===== src/rtl/dec_word_alu.sv =====
module dec_word_alu #(
  parameter  int DIGITS = 4,
  localparam int MOD    = 10 ** DIGITS,
  localparam int W      = $clog2(MOD)
) (
  input  logic [3:0]   op_sel,
  input  logic [W-1:0] op_a,
  input  logic [W-1:0] op_b,
  output logic [W-1:0] result,
  output logic         bad_operand
);

  localparam logic [3:0] OP_PASS = 4'd0;
  localparam logic [3:0] OP_ADD  = 4'd1;
  localparam logic [3:0] OP_SUB  = 4'd2;
  localparam logic [3:0] OP_INC  = 4'd3;
  localparam logic [3:0] OP_DEC  = 4'd4;
  localparam logic [3:0] OP_NEG  = 4'd5;
  localparam logic [3:0] OP_CLR  = 4'd6;
  localparam logic [3:0] OP_MUL  = 4'd7;
  localparam logic [3:0] OP_DIV  = 4'd8;

  localparam logic [W:0]   MODX = (W+1)'(MOD);
  localparam logic [W:0]   ONEX = (W+1)'(1);
  localparam logic [W+3:0] MODL = (W+4)'(MOD);
  localparam logic [W-1:0] TEN  = W'(10);

  function automatic logic [W-1:0] fold(input logic [W:0] x);
    logic [W:0] t;
    t = (x >= MODX) ? x - MODX : x;
    return t[W-1:0];
  endfunction

  logic [W:0]   ax, bx;
  logic [W+3:0] prod, prod_rem;

  assign ax       = {1'b0, op_a};
  assign bx       = {1'b0, op_b};
  assign prod     = {1'b0, op_a, 3'b000} + {3'b000, op_a, 1'b0};
  assign prod_rem = prod % MODL;

  assign bad_operand = (ax >= MODX) || (bx >= MODX);

  always_comb begin
    case (op_sel)
      OP_ADD:  result = fold(ax + bx);
      OP_SUB:  result = fold(ax + (MODX - bx));
      OP_INC:  result = fold(ax + ONEX);
      OP_DEC:  result = fold(ax + (MODX - ONEX));
      OP_NEG:  result = fold(MODX - ax);
      OP_CLR:  result = '0;
      OP_MUL:  result = prod_rem[W-1:0];
      OP_DIV:  result = op_a / TEN;
      default: result = op_a;
    endcase
  end

  logic [W:0]   chk_neg;
  logic [W+3:0] chk_r10, chk_a;

  always_comb begin
    chk_neg = {1'b0, result} + ax;
    chk_r10 = {1'b0, result, 3'b000} + {3'b000, result, 1'b0};
    chk_a   = {4'b0000, op_a};
    if (!bad_operand) begin
      a_r1_in_range: assert (result < MOD[W-1:0])
        else $error("result outside decimal range");
      if (op_sel == OP_NEG)
        a_r5_neg_sums_zero: assert (chk_neg == '0 || chk_neg == MODX)
          else $error("negate does not cancel operand");
      if (op_sel == OP_INC)
        a_r3_inc_wrap: assert ((result == '0) == (op_a == MOD[W-1:0] - 1'b1))
          else $error("increment wrap mismatch");
      if (op_sel == OP_DIV)
        a_r8_div_bounds: assert (chk_r10 <= chk_a && chk_a < chk_r10 + (W+4)'(10))
          else $error("divide by ten outside bounds");
      if (op_sel == OP_CLR)
        a_r6_clear_zero: assert (result == '0)
          else $error("clear not zero");
    end
  end

endmodule


===== config.mk =====
export PLATFORM = sky130hd
export DESIGN_NAME = dec_word_alu
export DESIGN_NICKNAME = d
export VERILOG_FILES = /design/src/rtl/dec_word_alu.sv
export SDC_FILE = /design/constraint.sdc
export NUM_CORES = 1
export LEC_CHECK = 0
export ABC_AREA = 1
export BUFFER_PORTS_ARGS = -buffer_cell sky130_fd_sc_hd__buf_2
export CORE_UTILIZATION = 33
export DETAILED_ROUTE_END_ITERATION = 10
export GPL_TIMING_DRIVEN = 0
export RECOVER_POWER = 25
export SYNTH_ARGS = -nofsm -noshare
export SYNTH_HDL_FRONTEND = slang
export SYNTH_SLANG_ARGS = --single-unit

===== constraint.sdc =====
create_clock -name vclk -period 6.4
set_input_delay 0.32 -clock vclk [all_inputs]
set_output_delay 0.32 -clock vclk [all_outputs]
set_load 0.03 [all_outputs]

Yosys cells after proc, flatten, opt, wreduce, memory -nomap -nowiden
Index checks and enable logic that the tools add are counted.
Cells by class
  eq/ne operators: 8
  multiplexer cells: 6
  divide/modulo/power cells: 2
  add/sub/neg operators: 12
  $lt $le $gt $ge: 7
  reductions and logical operators: 1
Operators with widths (count)
  case mux 14 bit (8 select lines): 1
  greater-or-equal comparator 15 x 14 -> 1 bit, second input constant: 5
  2-to-1 mux 14 bit: 5
  subtractor 14 bit, second input constant: 5
  subtractor 14 x 14 -> 15 bit, first input constant: 2
  greater-or-equal comparator 14 bit, second input constant: 2
  adder 17 x 15 -> 18 bit: 1
  modulo 18 x 14 -> 18 bit, second input constant: 1
  == test 4 x 3 -> 1 bit, second input constant: 4
  adder 14 x 1 -> 15 bit, second input constant: 1
  adder 14 x 14 -> 15 bit: 1
  adder 14 x 14 -> 15 bit, second input constant: 1
  adder 14 x 15 -> 15 bit: 1
  divider 14 x 4 -> 14 bit, second input constant: 1
  == test 4 x 2 -> 1 bit, second input constant: 2
  == test 4 x 1 -> 1 bit, second input constant: 1
  == test 4 bit, second input constant: 1
  logical OR 1 bit: 1
Word-level totals
  logic and storage cells: 36
  register bits: 0
  bits of input ports: 32
  output and inout bits: 15

Depth between registers and ports, before layout
Gate-level depths: netlist (run 1).
  depth after elaboration: 5
  depth in mapped cells: 55
  depth with buffers taken out: 53

Least setup slack after synthesis (run 1)
OpenSTA, ideal clock, no wires.
  kind: input -> output
  start point: in op_a[0]
  end point: out result[4]
  stages: 41
  arrival time: 5.500 ns
  path slack: 0.580 ns
  required time: 6.080 ns
  buffers on the path: 5
  path through: ha_1 fa_1 buf_2 nor2_1 inv_1 nor2_2 a31oi_1 o21ai_1 nor2_1 o21ai_2 nor2_2 nand2_1 nor2_1 nand3_2 nand4_4 buf_6 nand2_1 xor2_4 [5 not listed] nand2_2 nand2_2 nand2_2 nand2_4 nand3_4 buf_8 nand2_1 nand2_1 inv_1 nand2_1 nor2_2 nand2_2 nand2_1 nand2_2 buf_6 nand3_1 nand3_1 a21oi_1
Between the ends
  word-level cells in the longest chain between the ends: 4
  elaborated cells on any way between the ends: 24
  those cells by class: add/sub (11); div (2); order compare (5); mux (6)
Ends and longest elaborated chain
  start: declaration: line 7  | input logic [W-1:0] op_a,
  branches (longest 3 deep; another with adder 17 x 15 -> 18 bit)
  case mux 14 bit (8 select lines) *: line 45  | case (op_sel)
  end: declaration: line 9  | output logic [W-1:0] result,
Mark *: on every way between the ends.

Worst setup path in the final report (run 1)
  start point: in op_a[2]
  end point: out result[9]
The elaborated chain is that of the path after synthesis.

==> results.py, run 1 <==
metrics = {
    "routing": {
        "ant_nets": 0,
        "routed_via_density": 5.19,
        "route.detailed.drc": 0,
        "wl_per_cell_um": 14.6,
        "vias": 10000,
        "routed_wl_um": 28300,
        "drtIter0Drc": 594,
        "firstDrtPassIters": 6,
    },
    "cells_and_area": {
        "areaGrowthSynthToFinish_pct": 33.7,
        "nNetsFinal": 1719,
        "drive_gt1_frac": 0.265,
        "clock_buffers": 0,
        "instances_no_fill": 1933,
        "seqCellArea_um2": 0,
        "seq_cell_count": 0,
        "fill_cells": 2500,
        "post-route-util": 0.449,
        "fin_area_mm2": 0.0105,
        "n_antenna_cell": 0,
    },
    "power_and_ir_drop": {
        "p_leak_nw": 5.25,
        "p_total_mw": 3.75,
        "powerDensity_mw_per_mm2": 356,
        "peakVddDrop_uv": 298,
    },
    "yosys": {
        "synth_area_per_cell_um2": 5.39,
        "syn-cell-area_mm2": 0.00786,
        "synthCells": 1459,
        "seq_area_frac_synth": 0,
        "ys_warn_count": 0,
        "syn_nets": 1562,
        "yosysUniqueCellTypes": 60,
    },
    "grt": {
        "grt_pass1_wl_um": 41500,
        "antenna_found_initial": 0,
        "grt_usage": 0.208,
        "overflow": 0,
        "grt_max_degree": 12,
        "first_global_vias": 8607,
    },
    "timing": {
        "rsz0062_at_grt": "true",
        "setup_viol": 10,
        "finalSetupTns_ns": -0.454,
        "fmax_mhz": 155,
        "slew_headroom": 0.220,
        "post-route-min-period_ns": 6.47,
        "max_slew.worst_pin.slew_ns": 1.16,
        "post-route-period-util": 1.01,
        "setup_ws_ns": -0.0712,
        "slew_viol_final": 0,
        "hold-worst-slack_ns": 1.16,
        "report.final.hold_viol_count": 0,
    },
    "setup_path": {
        "worst_path_most_repeated_cell": "nand2_4",
        "worstSetupStartpointType": "input port",
        "required_ns": 6.08,
        "crit_path_end_kind": "output pin",
        "arrival_ns": 6.15,
        "crit_slowest_cell": "fa_2",
        "setup.worst_path.class": "input port to output pin",
        "cp_slowest_stage_delay_ns": 0.44,
        "path_max_fanout": 6,
    },
    "die": {
        "dieArea_mm2": 0.0245,
        "core_area_mm2": 0.0234,
        "std_cell_rows": 56,
        "die_y_um": 156,
        "start_util": 0.336,
        "die_x_um": 156,
        "pin_count": 47,
    },
    "placement": {
        "placed_area_mm2": 0.00850,
        "dp.cells": 1825,
        "place_congestion": 0.922,
        "io_buffers": 47,
        "pre_cts_slack_ns": -0.738,
        "hpwl_um": 21500,
    },
    "min_path": {
        "hp-class": "input port to output pin",
    },
    "status": {
        "violations": "negative setup slack",
        "outcome": "complete, but fails checks",
    },
    "run": {
        "cap_violations": 0,
    },
}
worst paths after layout:
kind | startpoint | to | slack [ns] | cells after the start
worst max-delay path | op_a[2] | result[9] | -0.07 | 50
worst min-delay path | op_a[9] | result[9] | 1.16 | 4
critical path: cells and delay by family:
kind / cells / cell delay [ns]
adders and majority gates: 2 / 0.60
and+or+nand+nor: 37 / 3.66
AOI/OAI and AO/OA: 2 / 0.39
buffers and inverters: 9 / 1.15
cell type report:
type | count | area, µm² | share of cell area
multi-input cells | 1189 | 7680 | 0.730
plain buffers | 20 | 173 | 0.0164
well taps | 319 | 399 | 0.0380
repair buffers | 156 | 1310 | 0.125
inverters | 249 | 953 | 0.0907
cells by family (layout without fill, tap and decap cells):
| kind of cell | Yosys count | count (layout) | synth area share |
|---|---|---|---|
| AOI/OAI and AO/OA | 223 | 223 | 0.169 |
| and+or+nand+nor | 811 | 811 | 0.478 |
| buffers and inverters | 270 | 425 | 0.138 |
| adders and majority gates | 71 | 71 | 0.116 |
| muxes | 1 | 1 | 0.00127 |
| xor gates and xnor gates | 83 | 83 | 0.0977 |
routing by layer:
layer / global-route usage / vias up / wire, µm
met2: 0.369 / 308 / 13700
li1: - / 5057 / -
met3: 0.0138 / 39 / 1470
met1: 0.270 / 4636 / 12300
met5: 0 / - / 0
met4: 0.0514 / 0 / 816
cell usage in the layout (no fill, tap or decap), types with 10 or more instances in the layout:
master,netlist,final
nor2_4,5,14
nor2_1,136,125
nand3_1,123,96
o21ai_0,69,68
xor2_1,64,63
inv_1,224,215
nor3_1,21,20
a21oi_1,75,64
nand3_4,3,10
nand2_1,385,322
nand2_2,43,82
xnor2_1,15,15
buf_2,3,26
buf_4,2,99
inv_2,17,22
nand4_1,41,41
ha_1,68,58
nand3_2,4,24
buf_6,4,24
nor2_2,12,14
nand2_4,12,34
cell usage after synthesis, drive strengths merged, types with 3 or more instances:
cell type / n / share of area
o211ai: 5 / 0.0048
buf: 12 / 0.015
clkbuf: 9 / 0.0043
o221ai: 3 / 0.0033
o21bai: 5 / 0.0048
nor2: 153 / 0.082
a221oi: 3 / 0.0033
a21oi: 79 / 0.053
and2: 5 / 0.0040
o21ai: 83 / 0.057
xnor2: 15 / 0.017
o22ai: 6 / 0.0048
inv: 241 / 0.12
nand3: 130 / 0.090
o31ai: 7 / 0.0067
ha: 68 / 0.11
xor2: 68 / 0.081
o311ai: 3 / 0.0033
nand2: 440 / 0.24
clkinv: 8 / 0.0038
nor3: 21 / 0.013
a31oi: 11 / 0.0088
nand4: 43 / 0.037
a21o: 4 / 0.0038
nand3b: 9 / 0.0086
fa: 3 / 0.0076
nor4: 5 / 0.0040
repair_timing:
action,4_1_cts,5_1_grt
setup buffers,34,69
gates resized for setup,87,194
setup endpoints to repair,12,13
gates cloned,4,2
hold buffers,0,0
pin swaps,25,89
power breakdown:
group	total, mW	switching (mW)	leakage [nW]	internal (mW)
registers	0	0	0	0
clock network	0	0	0	0
logic	3.75	2.25	5.25	1.49
(Power assumes the default switching activity.)
==> run 2: changes to the inputs <==
Settings changed: CAP_MARGIN set to 30, CELL_PAD_IN_SITES_DETAIL_PLACEMENT set to 0, CELL_PAD_IN_SITES_GLOBAL_PLACEMENT set to 1, PLACE_DENSITY_LB_ADDON set to 0.1.
Clock period 6.4 ns to 7.35 ns, I/O delays scaled along.
==> results.py, run 2 (synthesis gave the netlist of run 1 again) <==
metrics = {
    "placement": {
        "hpwl_um": 23900,
        "io_buffers": 47,
        "place_congestion": 0.902,
        "pre_cts_slack_ns": -0.0650,
    },
    "routing": {
        "route.detailed.drc": 0,
        "routed_wl_um": 28000,
        "vias": 9209,
        "drtIter0Drc": 502,
        "wl_per_cell_um": 15.2,
        "ant_nets": 0,
        "firstDrtPassIters": 4,
        "routed_via_density": 5.00,
    },
    "cells_and_area": {
        "drive_gt1_frac": 0.143,
        "final_cell_mix": "nand2_1 (378), inv_1 (223), nor2_1 (134), nand3_1 (121), a21oi_1 (71)",
        "n_antenna_cell": 0,
        "seqCellArea_um2": 0,
        "seq_cell_count": 0,
        "final_common_cell": "nand2_1",
        "nNetsFinal": 1627,
        "clock_buffers": 0,
        "areaGrowthSynthToFinish_pct": 12.2,
    },
    "timing": {
        "max_slew.worst_pin.slew_ns": 0.696,
        "report.final.hold_viol_count": 0,
        "finalSetupTns_ns": 0,
        "slew_headroom": 0.532,
        "setup_viol": 0,
        "fmax_mhz": 146,
        "setup_ws_ns": 0.512,
        "slew_viol_final": 0,
        "post-route-period-util": 0.930,
        "post-route-min-period_ns": 6.84,
    },
    "die": {
        "die_x_um": 156,
        "start_util": 0.336,
        "die_y_um": 156,
        "pin_count": 47,
        "dieArea_mm2": 0.0245,
        "std_cell_rows": 56,
        "core_area_mm2": 0.0234,
    },
    "power_and_ir_drop": {
        "powerDensity_mw_per_mm2": 259,
        "peakVddDrop_uv": 256,
        "p_total_mw": 2.28,
        "p_leak_nw": 4.57,
    },
    "clock_network": {
        "cts_hold_buf": 0,
    },
    "min_path": {
        "hp-class": "input port to output pin",
    },
    "setup_path": {
        "worst-path-buf-inv": 10,
        "path_max_fanout": 10,
        "arrival_ns": 6.47,
        "crit_family": "simple AND/OR/NAND/NOR gates",
        "required_ns": 6.98,
        "worstSetupStartpointType": "input port",
        "crit_path_end_kind": "output pin",
        "crit_slowest_cell": "fa_2",
        "worst_path_most_repeated_cell": "nand3_1",
        "cp_slowest_stage_delay_ns": 0.39,
        "setup.worst_path.class": "input port to output pin",
    },
    "grt": {
        "overflow": 0,
        "first_global_vias": 8362,
        "grt_pass1_wl_um": 43600,
        "grt_max_degree": 12,
        "grt_usage": 0.224,
        "antenna_found_initial": 0,
    },
    "status": {
        "outcome": "complete, no violations",
    },
    "run": {
        "cap_violations": 0,
    },
}
[run 2: power breakdown]
group | leakage [nW] | switching (mW) | internal (mW) | total (mW)
registers | 0 | 0 | 0 | 0
logic | 4.57 | 1.52 | 0.762 | 2.28
clock network | 0 | 0 | 0 | 0
[run 2: cell type report]
type / count / area [µm²]
buffer: 21 / 158
fill: 2733 / 14600
inverter: 249 / 947
multi-input combinational: 1189 / 6940
tap: 319 / 399
timing repair buffer: 63 / 379
[run 2: path summary, 6_finish.rpt]
path	depth (start not counted)	start	end	slack, ns
min	4	op_a[5]	result[5]	1.23
max	48	op_a[0]	result[9]	0.51
[run 2: routing by layer]
metal | global-route usage | routed length (µm) | vias up
met5 | 0 | 0 | -
li1 | - | - | 4877
met1 | 0.299 | 13500 | 4188
met4 | 0.0378 | 361 | 0
met3 | 0.00194 | 582 | 12
met2 | 0.407 | 13600 | 132
[run 2: metrics by stage]
step | util | std cells | area, µm² | hold slack (ns)
floorplan | - | 1459 | 7860 | 0.935
detailed placement | 0.364 | 1827 | 8510 | 1.24
global placement | 0.363 | 1825 | 8500 | 1.24
finish | 0.377 | 1841 | 8820 | 1.23
global route | 0.377 | 1841 | 8820 | 1.28
CTS | 0.364 | 1827 | 8510 | 1.24
[run 2: timing repair]
item,in CTS,in global routing
endpoints found under the setup margin,7,12
resized for setup,1,55
pin swaps,0,7
buffers inserted,0,14
